`config.mk`:
```
export PLATFORM = sky130hd
export DESIGN_NAME = axi_user_strip
export DESIGN_NICKNAME = d
export VERILOG_FILES = /design/src/rtl/axi_user_strip_pkg.sv /design/src/rtl/user_fifo.sv /design/src/rtl/user_track.sv /design/src/rtl/axi_user_strip.sv
export SDC_FILE = /design/constraint.sdc
export NUM_CORES = 1
export LEC_CHECK = 0
export BUFFER_PORTS_ARGS = -buffer_cell sky130_fd_sc_hd__buf_2
export CAP_MARGIN = 20
export CELL_PAD_IN_SITES_DETAIL_PLACEMENT = 1
export CELL_PAD_IN_SITES_GLOBAL_PLACEMENT = 2
export CORE_MARGIN = 2
export CORE_UTILIZATION = 37
export DETAILED_ROUTE_END_ITERATION = 16
export GPL_ROUTABILITY_DRIVEN = 0
export GPL_TIMING_DRIVEN = 0
export PLACE_DENSITY = 0.88
export SLEW_MARGIN = 40
export SYNTH_ARGS = -nofsm -noshare
export SYNTH_HDL_FRONTEND = slang
export SYNTH_SLANG_ARGS = --single-unit
```
`constraint.sdc`:
```
create_clock -name clk -period 3.4 [get_ports clk]
set_input_delay 0.68 -clock clk [delete_from_list [all_inputs] [get_ports clk]]
set_output_delay 0.68 -clock clk [all_outputs]
set_load 0.01 [all_outputs]
```
`src/rtl/axi_user_strip_pkg.sv`:
```
// Shared helpers for the user sideband stripper.
// Assumes: callers pass a non-negative cap and a positive maximum depth.
package axi_user_strip_pkg;

    // Resolve the per-ID queue depth: a cap of 0 means the largest supported depth.
    function automatic int flight_depth(input int cap, input int max_depth);
        return (cap == 0) ? max_depth : cap;
    endfunction

endpackage

```
`src/rtl/user_fifo.sv`:
```
// Small FIFO that holds user values for one transaction ID.
// Assumes: push is never asked while full and pop never while empty
// (both are guarded here anyway); head is meaningful only when not empty.
module user_fifo #(
    parameter int DEPTH  = 2,
    parameter int USER_W = 4
) (
    input  logic              clk,
    input  logic              rst_n,
    input  logic              push,
    input  logic [USER_W-1:0] push_user,
    input  logic              pop,
    output logic              full,
    output logic              empty,
    output logic [USER_W-1:0] head
);
    localparam int PTR_W = (DEPTH > 1) ? $clog2(DEPTH) : 1;
    localparam int CNT_W = $clog2(DEPTH + 1);

    logic [USER_W-1:0] mem [DEPTH];
    logic [PTR_W-1:0]  wr_ptr;
    logic [PTR_W-1:0]  rd_ptr;
    logic [CNT_W-1:0]  count;
    logic              do_push;
    logic              do_pop;

    function automatic logic [PTR_W-1:0] step(input logic [PTR_W-1:0] p);
        return (p == PTR_W'(DEPTH - 1)) ? '0 : p + 1'b1;
    endfunction

    // Qualify the requests against occupancy.
    assign do_push = push && !full;
    assign do_pop  = pop && !empty;

    // Store the pushed value at the write pointer.
    always_ff @(posedge clk) begin
        if (do_push) begin
            mem[wr_ptr] <= push_user;
        end
    end

    // Advance pointers and track occupancy.
    always_ff @(posedge clk) begin
        if (!rst_n) begin
            wr_ptr <= '0;
            rd_ptr <= '0;
            count  <= '0;
        end else begin
            if (do_push) begin
                wr_ptr <= step(wr_ptr);
            end
            if (do_pop) begin
                rd_ptr <= step(rd_ptr);
            end
            case ({do_push, do_pop})
                2'b10:   count <= count + 1'b1;
                2'b01:   count <= count - 1'b1;
                default: count <= count;
            endcase
        end
    end

    assign full  = (count == CNT_W'(DEPTH));
    assign empty = (count == '0);
    assign head  = mem[rd_ptr];
endmodule

```
`src/rtl/user_track.sv`:
```
// Set of per-ID user FIFOs for one direction (read or write).
// Assumes: responses of one ID return in the order their requests were accepted.
module user_track #(
    parameter int ID_W   = 2,
    parameter int USER_W = 4,
    parameter int DEPTH  = 2
) (
    input  logic              clk,
    input  logic              rst_n,
    input  logic              push,
    input  logic [ID_W-1:0]   push_id,
    input  logic [USER_W-1:0] push_user,
    input  logic              pop,
    input  logic [ID_W-1:0]   pop_id,
    output logic              push_full,
    output logic [USER_W-1:0] pop_head
);
    localparam int NUM_ID = 1 << ID_W;

    logic [NUM_ID-1:0] full_v;
    logic [NUM_ID-1:0] empty_v;
    logic [USER_W-1:0] head_v [NUM_ID];

    // One queue per ID value.
    for (genvar g = 0; g < NUM_ID; g++) begin : g_q
        user_fifo #(
            .DEPTH  (DEPTH),
            .USER_W (USER_W)
        ) u_fifo (
            .clk       (clk),
            .rst_n     (rst_n),
            .push      (push && (push_id == ID_W'(g))),
            .push_user (push_user),
            .pop       (pop && (pop_id == ID_W'(g))),
            .full      (full_v[g]),
            .empty     (empty_v[g]),
            .head      (head_v[g])
        );
    end

    assign push_full = full_v[push_id];
    assign pop_head  = head_v[pop_id];
endmodule

```
`src/rtl/axi_user_strip.sv`:
```
// Removes the user sideband from the AW/AR channels and restores it on B/R.
// Assumes: same-ID responses return in request order; every response matches
// an outstanding request; R bursts end with last = 1.
module axi_user_strip #(
    parameter int ID_W       = 2,
    parameter int ADDR_W     = 8,
    parameter int DATA_W     = 8,
    parameter int USER_W     = 4,
    parameter int FLIGHT_CAP = 2,
    parameter int MAX_DEPTH  = 4
) (
    input  logic              clk,
    input  logic              rst_n,
    input  logic              s_aw_valid,
    output logic              s_aw_ready,
    input  logic [ID_W-1:0]   s_aw_id,
    input  logic [ADDR_W-1:0] s_aw_addr,
    input  logic [USER_W-1:0] s_aw_user,
    output logic              m_aw_valid,
    input  logic              m_aw_ready,
    output logic [ID_W-1:0]   m_aw_id,
    output logic [ADDR_W-1:0] m_aw_addr,
    input  logic              s_w_valid,
    output logic              s_w_ready,
    input  logic [DATA_W-1:0] s_w_data,
    input  logic              s_w_last,
    output logic              m_w_valid,
    input  logic              m_w_ready,
    output logic [DATA_W-1:0] m_w_data,
    output logic              m_w_last,
    input  logic              m_b_valid,
    output logic              m_b_ready,
    input  logic [ID_W-1:0]   m_b_id,
    input  logic [1:0]        m_b_resp,
    output logic              s_b_valid,
    input  logic              s_b_ready,
    output logic [ID_W-1:0]   s_b_id,
    output logic [1:0]        s_b_resp,
    output logic [USER_W-1:0] s_b_user,
    input  logic              s_ar_valid,
    output logic              s_ar_ready,
    input  logic [ID_W-1:0]   s_ar_id,
    input  logic [ADDR_W-1:0] s_ar_addr,
    input  logic [USER_W-1:0] s_ar_user,
    output logic              m_ar_valid,
    input  logic              m_ar_ready,
    output logic [ID_W-1:0]   m_ar_id,
    output logic [ADDR_W-1:0] m_ar_addr,
    input  logic              m_r_valid,
    output logic              m_r_ready,
    input  logic [ID_W-1:0]   m_r_id,
    input  logic [DATA_W-1:0] m_r_data,
    input  logic [1:0]        m_r_resp,
    input  logic              m_r_last,
    output logic              s_r_valid,
    input  logic              s_r_ready,
    output logic [ID_W-1:0]   s_r_id,
    output logic [DATA_W-1:0] s_r_data,
    output logic [1:0]        s_r_resp,
    output logic              s_r_last,
    output logic [USER_W-1:0] s_r_user
);
    localparam int DEPTH = axi_user_strip_pkg::flight_depth(FLIGHT_CAP, MAX_DEPTH);

    logic aw_full;
    logic ar_full;
    logic aw_take;
    logic ar_take;
    logic b_done;
    logic r_done;

    // Write side: gate the request on its ID's queue space.
    assign m_aw_valid = s_aw_valid && !aw_full;
    assign s_aw_ready = m_aw_ready && !aw_full;
    assign m_aw_id    = s_aw_id;
    assign m_aw_addr  = s_aw_addr;
    assign aw_take    = s_aw_valid && s_aw_ready;

    // Read side: same gating with its own queues.
    assign m_ar_valid = s_ar_valid && !ar_full;
    assign s_ar_ready = m_ar_ready && !ar_full;
    assign m_ar_id    = s_ar_id;
    assign m_ar_addr  = s_ar_addr;
    assign ar_take    = s_ar_valid && s_ar_ready;

    // Write data is untouched.
    assign m_w_valid = s_w_valid;
    assign s_w_ready = m_w_ready;
    assign m_w_data  = s_w_data;
    assign m_w_last  = s_w_last;

    // Write responses: pass through, release on handshake.
    assign s_b_valid = m_b_valid;
    assign m_b_ready = s_b_ready;
    assign s_b_id    = m_b_id;
    assign s_b_resp  = m_b_resp;
    assign b_done    = m_b_valid && s_b_ready;

    // Read beats: pass through, release on the closing beat.
    assign s_r_valid = m_r_valid;
    assign m_r_ready = s_r_ready;
    assign s_r_id    = m_r_id;
    assign s_r_data  = m_r_data;
    assign s_r_resp  = m_r_resp;
    assign s_r_last  = m_r_last;
    assign r_done    = m_r_valid && s_r_ready && m_r_last;

    user_track #(
        .ID_W   (ID_W),
        .USER_W (USER_W),
        .DEPTH  (DEPTH)
    ) u_wr_track (
        .clk       (clk),
        .rst_n     (rst_n),
        .push      (aw_take),
        .push_id   (s_aw_id),
        .push_user (s_aw_user),
        .pop       (b_done),
        .pop_id    (m_b_id),
        .push_full (aw_full),
        .pop_head  (s_b_user)
    );

    user_track #(
        .ID_W   (ID_W),
        .USER_W (USER_W),
        .DEPTH  (DEPTH)
    ) u_rd_track (
        .clk       (clk),
        .rst_n     (rst_n),
        .push      (ar_take),
        .push_id   (s_ar_id),
        .push_user (s_ar_user),
        .pop       (r_done),
        .pop_id    (m_r_id),
        .push_full (ar_full),
        .pop_head  (s_r_user)
    );
endmodule

```
### After elaboration in Yosys (flattened, before gate mapping)

Memory sizes are Yosys's and may differ from the RTL's. A register that Yosys moved wholly into a read port is not among the register bits.
Cells that the tools add are included.

| storage, ports and cells | value |
|---|---|
| bits in registers | 32 |
| bits in writable memories | 64 |
| input bits | 66 |
| output and inout port bits | 64 |
| logic and storage cells | 251 |
| memories kept | 8 |

Memories:

| memory | depth | bits a word | rd ports | clocked after Yosys merged registers in | write ports | line | text |
|---|---|---|---|---|---|---|---|
| u_rd_track.g_q[0].u_fifo.mem | 2 | 4 | 1 | 1 | 1 | user_fifo.sv:20 | `logic [USER_W-1:0] mem [DEPTH];` |
| u_rd_track.g_q[1].u_fifo.mem | 2 | 4 | 1 | 1 | 1 | user_fifo.sv:20 |  |
| u_rd_track.g_q[2].u_fifo.mem | 2 | 4 | 1 | 1 | 1 | user_fifo.sv:20 |  |
| u_rd_track.g_q[3].u_fifo.mem | 2 | 4 | 1 | 1 | 1 | user_fifo.sv:20 |  |
| u_wr_track.g_q[0].u_fifo.mem | 2 | 4 | 1 | 1 | 1 | user_fifo.sv:20 |  |
| u_wr_track.g_q[1].u_fifo.mem | 2 | 4 | 1 | 1 | 1 | user_fifo.sv:20 |  |
| 2 more memories | -- | -- | -- | -- | -- | -- |  |

| operators by class | value |
|---|---|
| add/sub/neg operators | 32 |
| order comparisons | 4 |
| eq/ne operators | 36 |
| mux-type cells | 66 |
| bitwise gates (word level) | 2 |
| reductions and logical operators | 79 |

Operators with widths:

| kind | number |
|---|---|
| $mux 1 | 50 |
| $eq 2x2->1 const B | 24 |
| $logic_and 1x1->1 | 41 |
| $pmux 2 s2 | 8 |
| $eq 2x1->1 const B | 12 |
| $logic_not 2->1 | 12 |
| $logic_not 1->1 | 18 |
| $add 1x1->1 const B | 16 |
| $add 2x1->2 const B | 8 |
| $bmux 4 s2 | 2 |
| $mux 4 | 4 |
| $reduce_bool 2->1 | 8 |
| $sub 2x1->2 const B | 8 |
| $ge 3x3->1 const B | 2 |
| $lt 2x3->1 const B | 2 |
| $not 2->3 | 2 |
| $bmux 1 s2 | 2 |

### Longest topological paths before layout

Gate-level depths: netlist (run 1).

| logic depth | value |
|---|---|
| depth in word-level cells | 10 |
| mapped depth | 6 |
| depth with buffers taken out | 6 |

### Modules after synthesis

A second synthesis (run 1) with hierarchy kept.

| second synthesis, totals | value |
|---|---|
| cell total of the unflattened synthesis | 400 |
| area, all modules | 4,929.7 um2 |

Modules (own cells, without submodules):

| module | times used | cells an instance | area an instance (um2) | seq. area each (um2) |
|---|---|---|---|---|
| user_fifo | 8 | 39 | 513.0 | 340.3 |
| axi_user_strip | 1 | 60 | 445.4 | 0.0 |
| user_track | 2 | 14 | 190.2 | 0.0 |

### Worst setup path after synthesis (run 1)

Ideal clock, no wire load.

| timing | value |
|---|---|
| path kind | input port to output port |
| start | in s_ar_id[1] |
| end | out m_ar_valid |
| arrival time | 1,341 ps |
| required time | 2,720 ps |
| slack | 1,379 ps |
| stages on the path | 2 |
| path buffers | 0 |
| cells stage by stage | mux4_2 -> and2_1 |

| on the way | value |
|---|---|
| longest elaborated chain between the ends | 4 |

Ends and longest elaborated chain:

| item | line | text |
|---|---|---|
| from (decl) | axi_user_strip.sv:42 | `input logic [ID_W-1:0] s_ar_id,` |
| $bmux 1 s2 | user_track.sv:41 | `assign push_full = full_v[push_id];` |
| $mux 1 (not written as such) | user_track.sv:41 |  |
| $logic_not 1->1 | axi_user_strip.sv:80 | `assign m_ar_valid = s_ar_valid && !ar_full;` |
| $logic_and 1x1->1 | axi_user_strip.sv:80 |  |
| to (decl) | axi_user_strip.sv:45 | `output logic m_ar_valid,` |

No other way between the ends. The select of a mux whose other input is x is not followed.

### Worst setup path in the final report (run 1)

| timing | value |
|---|---|
| start | in m_b_id[0] |
| end | out s_b_user[3] |

| on the way | value |
|---|---|
| longest elaborated chain between the ends | 4 |

Ends and longest elaborated chain:

| item | line | text |
|---|---|---|
| from (decl) | axi_user_strip.sv:33 | `input logic [ID_W-1:0] m_b_id,` |
| $not 2->3 (not written as such) | user_track.sv:42 | `assign pop_head = head_v[pop_id];` |
| $bmux 4 s2 | user_track.sv:42 |  |
| $mux 4 (not written as such) (2 in a row) | user_track.sv:42 |  |
| to (decl) | axi_user_strip.sv:39 | `output logic [USER_W-1:0] s_b_user,` |

No other way between the ends. The select of a mux whose other input is x is not followed.

==> results.toml, run 1 <==
[hold_path]
min-delay-start = "u_rd_track.g_q[0].u_fifo.wr_ptr$_SDFFE_PN0P_"
hold_path_class = "flip-flop to flip-flop"

[cells_and_area]
finalInstanceArea_sq_um = 5890
layout_cells_sized_above_1_pct = 36.4
layoutNonFillerInstCount = 684
finalNetCount = 577
num-fill-cells = 1422
area.growth.synth_to_final_pct = 19.6
diodes = 0

[power]
leakagePower_uw = 0.00223
vdd_drop_max_mv = 0.172
p_int_uw = 2050
combPwrFrac_pct = 9.3
pwr_density_cell_nw_per_um2 = 447
seq_power_share_pct = 51.8
total_switching_power_uw = 588
power.switching_fraction_pct = 22.3
p_clk_share_pct = 38.9

[clock_network]
cts.repair.resized = 0
cts_made_buffers = 9
cts.sinks = 104
postCtsSetupRepairBufs = 0
postCtsHoldBufs = 0
tritoncts = "built"
cts-root-to-sink-buffers = 2
clk_latency_ps = 340
clock_slew_at_reported_path_ffs_ps = 70
htreeDepth = 3
clock_tree_root = "clkbuf_16"

[critical_path]
crit_path_start_kind = "primary input"
critical-path-top-cell-by-count = "buf_2"
timing.setup.critical_path_class = "primary input to primary output"
worstPathCellList = "buf_2 -> nand2b_1 -> o22ai_1 -> a221oi_1 -> buf_2"
critical_path.max_stage_delay_ps = 300
r2r-start = "u_wr_track.g_q[2].u_fifo.count[0]$_SDFFE_PN0P_"
worst_setup_path_end_kind = "primary output"
critical_path.slowest_cell = "nand2b_1"
worst-endpoint-arrival_ps = 1820
cp-startpoint = "m_b_id[0]"
cp_max_fo = 6
worst_ep_required_time_ps = 2720

[logic_synthesis]
yosys_warnings = 0
muxShareOfSynthArea_pct = 12.7
synth_cells = 402
synth_area_per_cell_sq_um = 12.3
synthAdderAreaFrac_pct = 2.03
synth.net_count = 476
dominant_combinational_cell_family_by_area_after_synthesis = "simple AND/OR/NAND/NOR gates"
synth-xor-area-share_pct = 2.84
synth_seq_cells = 104
area_of_the_mapped_netlist_sq_um = 4930
netlist-cell-type-count = 36
synth_simple_gate_area_share_pct = 13.3
synth_sequential_area_ratio_pct = 55.2
synth_compound_area_share_pct = 4.67

[route]
drt_first_iter_violations = 111
drtAntennaViolNets = 0
first_pass_iters = 4
detailroute.via_count = 3321
postRouteWirelength_microns = 11100
post_drt_via_cell_ratio = 4.86
routedWlPerCell_microns = 16.2
drc = 0

[sta]
layout_min_cycle_time_ps = 2500
timing.final.hold_violations = 0
final_max_slew_viol_count = 0
finalSetupTns_ps = 0
relSlewSlack_pct = 57.9
achievable-frequency_mhz = 400
finalCritPeriodShare_pct = 73.6
setup_violations = 0
rsz0062_at_grt = "no"
whs_ps = 485
worst_margin_slew_ps = 632
final.setup_skew_ps = 8.10

[floorplan]
row_count = 42
die-area_sq_um = 14300
die_y_microns = 119
num_io_pins = 130
initial_utilization_pct = 37.5
overall_die_width_microns = 119
floorplan.core_area_sq_um = 13100

[global_routing]
grt_pass1_wl_microns = 17300
grt_max_degree = 18
antenna_found_initial = 0
grt_pass1_vias = 3458
gr-total-overflow = 0
grtUsageTotal_pct = 15.8

[run]
maxCapViolCount = 0

[outcome]
run_status = "finished clean"

[placement]
place.detailed.hpwl_microns = 8510
post_dp_cell_area_sq_um = 5600
placed_cells = 668
portBuffers = 90
==> power by group through the flow <==
stage          clock network (uW)  registers (uW)  logic [uW]
2_1_floorplan                   0            1390         145
3_3_place_gp                    0            1390         238
3_5_place_dp                    0            1390         248
4_1_cts                      1040            1360         250
5_1_grt                      1090            1370         266
6_report                     1020            1360         245
==> metal layers <==
layer	part of all wire (%)	vias to the layer above	routed length, microns	track usage [%]
met2	53	91	5910	29.2
met1	41	1639	4500	17.9
met5	0	-	0	0
met4	1.0	0	115	5.00
li1	-	1582	-	-
met3	5.0	9	555	3.59
==> state kept, by name (all words and copies together), names as in the netlist, named ones only <==
signal / flops
u_rd_track.g_q.u_fifo.count: 8
u_rd_track.g_q.u_fifo.mem: 32
u_rd_track.g_q.u_fifo.rd_ptr: 4
u_rd_track.g_q.u_fifo.wr_ptr: 4
u_wr_track.g_q.u_fifo.count: 8
u_wr_track.g_q.u_fifo.mem: 32
u_wr_track.g_q.u_fifo.rd_ptr: 4
u_wr_track.g_q.u_fifo.wr_ptr: 4
==> kinds of logic (layout without fill, tap and decap cells) <==
logic type | after synthesis | in the layout
AO/OA/AOI/OAI | 34 | 34
XOR/XNOR | 16 | 16
adder cells (fa/ha/maj) | 8 | 8
buffers and inverters | 69 | 175
flip-flops | 104 | 104
multiplexers | 58 | 58
AND/OR/NAND/NOR | 113 | 113
==> path summary, 6_finish.rpt <==
check / endpoint / slack [ps] / cells past startpoint
hold reg to reg: u_rd_track.g_q[0].u_fifo.wr_ptr$_SDFFE_PN0P_ / 480 / 2
hold / removal: u_rd_track.g_q[0].u_fifo.wr_ptr$_SDFFE_PN0P_ / 480 / 2
setup reg to reg: u_wr_track.g_q[2].u_fifo.count[1]$_SDFFE_PN0P_ / 1550 / 5
setup / recovery: s_b_user[3] / 900 / 5
==> stage by stage <==
step	worst slack [ps]	utilization, %	power (uW)
finish	897	44.9	2630
floorplan	1380	-	1530
global route	789	44.9	2720
CTS	864	44.9	2660
global placement	991	42.6	1630
detailed placement	902	42.6	1640
==> cell usage after synthesis, drive strengths merged <==
master  number  area (sq um)
o22ai        8          50.1
nor3b        1          18.8
nand2b      18           113
a221oi       8          70.1
nor4         2          42.5
ha           8           100
mux2i       40           400
and3         1          6.26
nand3        4          20.0
xnor2       16           140
mux4         2          45.0
or3          8          50.1
o21ai       10          50.0
dfxtp       40           801
nand4        2          18.8
nor2        26           100
clkbuf       4          15.0
nand3b       2          15.0
nor3         4          46.3
mux2        16           180
and2        13          81.3
edfxtp      64          1920
nand4b       2          17.5
and2b        1          7.51
and3b        1          8.76
inv          8          30.0
nor2b        1          6.26
nand2       27           101
buf         57           412
a21boi       8          60.1
==> placed cells by master (no fill, tap or decap), types with 2 or more instances in the layout <==
| cell type | instances |
|---|---|
| or3_1 | 8 |
| inv_1 | 8 |
| nand4b_1 | 2 |
| ha_1 | 8 |
| o22ai_1 | 8 |
| clkinvlp_4 | 2 |
| edfxtp_1 | 64 |
| a221oi_1 | 8 |
| buf_2 | 92 |
| nand2_1 | 27 |
| clkbuf_16 | 9 |
| and2_1 | 13 |
| buf_1 | 3 |
| inv_6 | 2 |
| nand3_1 | 4 |
| nor4_4 | 2 |
| nand3b_1 | 2 |
| dfxtp_1 | 40 |
| mux2i_1 | 40 |
| buf_4 | 52 |
| nor3_2 | 3 |
| a21boi_1 | 8 |
| nor2_1 | 25 |
| xnor2_1 | 16 |
| o21ai_0 | 9 |
| nand2b_1 | 18 |
| mux4_2 | 2 |
| clkbuf_1 | 6 |
| mux2_2 | 16 |
==> critical path: cells and delay by family <==
family | cells | cell delay, ps
buf+inv | 2 | 360
simple gates | 1 | 300
compound gates | 2 | 480
==> layout make-up <==
cell class	count	area (sq um)	area share, %
inverters	8	30.0	0.509
repair buffers	90	450	7.64
plain buffers	61	427	7.24
flip-flops and latches	104	2720	46.2
clock buffers	11	233	3.95
multi-input cells	229	1750	29.7
well taps	176	220	3.74
clock inverters	5	62.6	1.06
Power figures use the tool's default switching activity.
==> inputs of run 2 (changes only) <==
- CORE_UTILIZATION: 37 -> 31
- PLACE_DENSITY: 0.88 -> 0.79
- clock period: 3.4 -> 2.3 ns (I/O delays scaled with it)
==> results.toml, run 2 (synthesis results as in run 1) <==
[outcome]
run_status = "finished clean"

[placement]
place.detailed.hpwl_microns = 8700
portBuffers = 90
post_dp_cell_area_sq_um = 5650

[global_routing]
grtUsageTotal_pct = 13.4
grt_pass1_wl_microns = 17300
grt_pass1_vias = 3463
gr-total-overflow = 0
antenna_found_initial = 0
grt_max_degree = 20

[sta]
finalSetupTns_ps = 0
setup_violations = 0
final.setup_skew_ps = 6.90
finalCritPeriodShare_pct = 93.9
timing.final.hold_violations = 0
achievable-frequency_mhz = 463
rsz0062_at_grt = "no"
final_max_slew_viol_count = 0
worst_margin_slew_ps = 644
relSlewSlack_pct = 57.0
layout_min_cycle_time_ps = 2160

[power]
p_int_uw = 2930
vdd_drop_max_mv = 0.450
power.switching_fraction_pct = 23.9
pwr_density_cell_nw_per_um2 = 648
leakagePower_uw = 0.00223
total_switching_power_uw = 918
combPwrFrac_pct = 9.4
seq_power_share_pct = 52.4
p_clk_share_pct = 38.2

[cells_and_area]
mostFrequentLayoutCell = "buf_2"
num-fill-cells = 1712
layout_cells_sized_above_1_pct = 36.6
diodes = 0
finalInstanceArea_sq_um = 5940
finalNetCount = 577
reg_top3 = "u_rd_track.g_q.u_fifo.mem: 32 flops, u_wr_track.g_q.u_fifo.mem: 32 flops"
commonest_non_fill_non_tap_cells_in_the_layout = "buf_2 (92), edfxtp_1 (64), buf_4 (52)"
area.growth.synth_to_final_pct = 20.5

[clock_network]
cts_made_buffers = 9
clock_slew_at_reported_path_ffs_ps = 80
cts-root-to-sink-buffers = 2
htreeDepth = 3
cts.sinks = 104
clk_latency_ps = 340
postCtsSetupRepairBufs = 0
cts.repair.resized = 0
postCtsHoldBufs = 0
clock_tree_root = "clkbuf_16"
tritoncts = "built"

[route]
post_drt_via_cell_ratio = 4.51
drc = 0
drt_first_iter_violations = 79
first_pass_iters = 4
drtAntennaViolNets = 0
postRouteWirelength_microns = 11000
routedWlPerCell_microns = 15.1
detailroute.via_count = 3266

[critical_path]
worst-endpoint-arrival_ps = 1700
cp-startpoint = "u_wr_track.g_q[0].u_fifo.count[0]$_SDFFE_PN0P_"
cp_max_fo = 4
r2r-start = "u_wr_track.g_q[2].u_fifo.count[0]$_SDFFE_PN0P_"
timing.setup.critical_path_class = "flip-flop to primary output"
worst_setup_path_end_kind = "primary output"
crit_path_start_kind = "flip-flop"
worst_ep_required_time_ps = 1840
timing.reg2reg.setup_slack_ps = 510

[floorplan]
initial_utilization_pct = 31.4
die-area_sq_um = 16900
overall_die_width_microns = 130
die_y_microns = 130
floorplan.core_area_sq_um = 15700
row_count = 46
num_io_pins = 130

[hold_path]
min-delay-start = "s_ar_user[2]"
hold_path_class = "primary input to flip-flop"

[run]
maxCapViolCount = 0
[run 2: cell types whose count changed in the layout (fill, tap and decap cells not counted)]
| cell | previous run | this run |
|---|---|---|
| bufinv_16 | 1 | 0 |
| clkbuf_1 | 6 | 4 |
| clkinv_8 | 0 | 1 |
| inv_6 | 2 | 4 |
| clkinv_1 | 0 | 1 |
| clkinvlp_4 | 2 | 1 |
[run 2: path summary, 6_finish.rpt]
check,to,cells past startpoint
max reg2reg,u_wr_track.g_q[2].u_fifo.count[1]$_SDFFE_PN0P_,5
min reg2reg,u_wr_track.g_q[0].u_fifo.wr_ptr$_SDFFE_PN0P_,2
min,u_rd_track.g_q[2].u_fifo.mem[0][2]$_DFFE_PP_,1
max,m_aw_valid,4
[run 2: layout make-up]
type | instances | area [sq um] | share of cell area (%)
Clock inverter | 7 | 62.6 | 1.05
Buffer | 61 | 427 | 7.19
Tap cell | 216 | 270 | 4.55
Multi-Input combinational cell | 229 | 1750 | 29.5
Clock buffer | 9 | 225 | 3.79
Inverter | 8 | 30.0 | 0.506
Timing Repair Buffer | 90 | 450 | 7.59
Sequential cell | 104 | 2720 | 45.9
[run 2: critical path, stage by stage, from the launching register on]
cell and delay [ps]:
dfxtp_1 360, nand2b_1 190, mux4_2 500, and2_1 180
buf_2 140
[run 2: metrics by stage]
step | instances | setup slack, ps | power [uW] | utilization, % | hold slack (ps)
3_3_place_gp | 708 | 239 | 2410 | 36.0 | 458
4_1_cts | 724 | 111 | 3890 | 37.8 | 382
5_1_grt | 724 | 36.9 | 4010 | 37.8 | 385
2_1_floorplan | 402 | 502 | 2270 | - | 451
6_report | 724 | 140 | 3850 | 37.8 | 385
3_5_place_dp | 708 | 151 | 2430 | 36.0 | 477
[run 2: power by group through the flow]
stage	clock [uW]	sequential, uW	combinational, uW
2_1_floorplan	0	2050	214
3_3_place_gp	0	2060	354
3_5_place_dp	0	2060	368
4_1_cts	1510	2020	369
5_1_grt	1590	2020	398
6_report	1470	2020	361
[run 2: routing by layer]
layer  up-vias  wire length (microns)  track usage [%]
met5         -                      0                0
met4         0                    165             4.62
met3        12                    390             2.75
met2        66                   5910             24.5
met1      1602                   4500             15.6
li1       1586                      -                -
==> inputs of run 3 (changes only) <==
- MAX_ROUTING_LAYER: default -> met4
==> results.toml, run 3 (synthesis results as in run 1) <==
[clock_network]
cts.repair.resized = 0
postCtsHoldBufs = 0
clock_tree_root = "clkbuf_16"
clk_latency_ps = 340
tritoncts = "built"
postCtsSetupRepairBufs = 0
clock_slew_at_reported_path_ffs_ps = 80
cts-root-to-sink-buffers = 2
cts.sinks = 104
cts_made_buffers = 9
htreeDepth = 3

[sta]
finalSetupTns_ps = 0
final.setup_skew_ps = 6.91
achievable-frequency_mhz = 463
worst_margin_slew_ps = 628
finalCritPeriodShare_pct = 94.0
relSlewSlack_pct = 58.2
final_max_slew_viol_count = 0
layout_min_cycle_time_ps = 2160
whs_ps = 384
rsz0062_at_grt = "no"
timing.final.hold_violations = 0
setup_violations = 0

[floorplan]
row_count = 46
initial_utilization_pct = 31.4
num_io_pins = 130
floorplan.core_area_sq_um = 15700
die_y_microns = 130
die-area_sq_um = 16900
overall_die_width_microns = 130

[global_routing]
grtUsageTotal_pct = 13.8
gr-total-overflow = 0
grt_pass1_wl_microns = 17300
antenna_found_initial = 0
grt_pass1_vias = 3462
grt_max_degree = 20

[hold_path]
min-delay-start = "s_ar_user[2]"
hold_path_class = "primary input to flip-flop"

[cells_and_area]
area.growth.synth_to_final_pct = 20.5
commonest_non_fill_non_tap_cells_in_the_layout = "buf_2 (92), edfxtp_1 (64), buf_4 (52)"
layout_cells_sized_above_1_pct = 36.6
mostFrequentLayoutCell = "buf_2"
finalNetCount = 577
diodes = 0
final_core_utilization_pct = 37.8
finalInstanceArea_sq_um = 5940
reg_top3 = "u_rd_track.g_q.u_fifo.mem: 32 flops, u_wr_track.g_q.u_fifo.mem: 32 flops"

[power]
leakagePower_uw = 0.00223
pwr_density_cell_nw_per_um2 = 647
p_clk_share_pct = 38.2
total_switching_power_uw = 917
vdd_drop_max_mv = 0.452
power.switching_fraction_pct = 23.8
total_design_power_uw = 3840
combPwrFrac_pct = 9.4
p_int_uw = 2930
seq_power_share_pct = 52.4

[critical_path]
cp_max_fo = 4
timing.setup.critical_path_class = "flip-flop to primary output"
worst_ep_required_time_ps = 1840
worst_setup_path_end_kind = "primary output"
crit_path_start_kind = "flip-flop"
worst-endpoint-arrival_ps = 1700
cp-startpoint = "u_wr_track.g_q[0].u_fifo.count[0]$_SDFFE_PN0P_"
r2r-start = "u_wr_track.g_q[2].u_fifo.count[0]$_SDFFE_PN0P_"

[placement]
portBuffers = 90
place.detailed.hpwl_microns = 8700
post_dp_cell_area_sq_um = 5650

[route]
post_drt_via_cell_ratio = 4.52
first_pass_iters = 4
drt_first_iter_violations = 79
postRouteWirelength_microns = 10900
drc = 0
routedWlPerCell_microns = 15.1
drtAntennaViolNets = 0
detailroute.via_count = 3275

[outcome]
run_status = "finished clean"

[run]
maxCapViolCount = 0
-- run 3: area by class of cell --
| type | instances | area (sq um) |
|---|---|---|
| Fill cell | 1712 | 9780 |
| Sequential cell | 104 | 2720 |
| Tap cell | 216 | 270 |
| Multi-Input combinational cell | 229 | 1750 |
| Timing Repair Buffer | 90 | 450 |
| Clock buffer | 9 | 225 |
| Clock inverter | 7 | 62.6 |
| Inverter | 8 | 30.0 |
| Buffer | 61 | 427 |
-- run 3: final timing paths --
path,end,slack [ps],cells past startpoint
max,m_aw_valid,140,4
max reg2reg,u_wr_track.g_q[2].u_fifo.count[1]$_SDFFE_PN0P_,510,5
min reg2reg,u_wr_track.g_q[0].u_fifo.wr_ptr$_SDFFE_PN0P_,480,2
min,u_rd_track.g_q[2].u_fifo.mem[0][2]$_DFFE_PP_,380,1
-- run 3: metrics by stage --
stage                     setup slack (ps)  instances
after global routing                  37.4        724
after floorplan                        502        402
final                                  139        724
after global placement                 239        708
after CTS                              111        724
after detailed placement               151        708
-- run 3: per-layer routing --
metal | GRT usage (%) | vias up | part of all wire (%)
li1 | - | 1589 | -
met1 | 15.7 | 1606 | 41
met2 | 24.5 | 68 | 53
met3 | 2.58 | 12 | 3.6
met4 | 4.62 | 0 | 1.5
met5 | - | - | 0
-- run 3: power by group through the flow --
stage	logic [uW]	clock network, uW	registers [uW]
global route	398	1590	2020
detailed placement	368	0	2060
global placement	354	0	2060
floorplan	214	0	2050
CTS	369	1510	2020
finish	361	1470	2020
-- run 3: worst max-delay path: stages (launching register included) --
cell and delay (ps):
dfxtp_1 360, nand2b_1 190, mux4_2 500, and2_1 180
buf_2 140
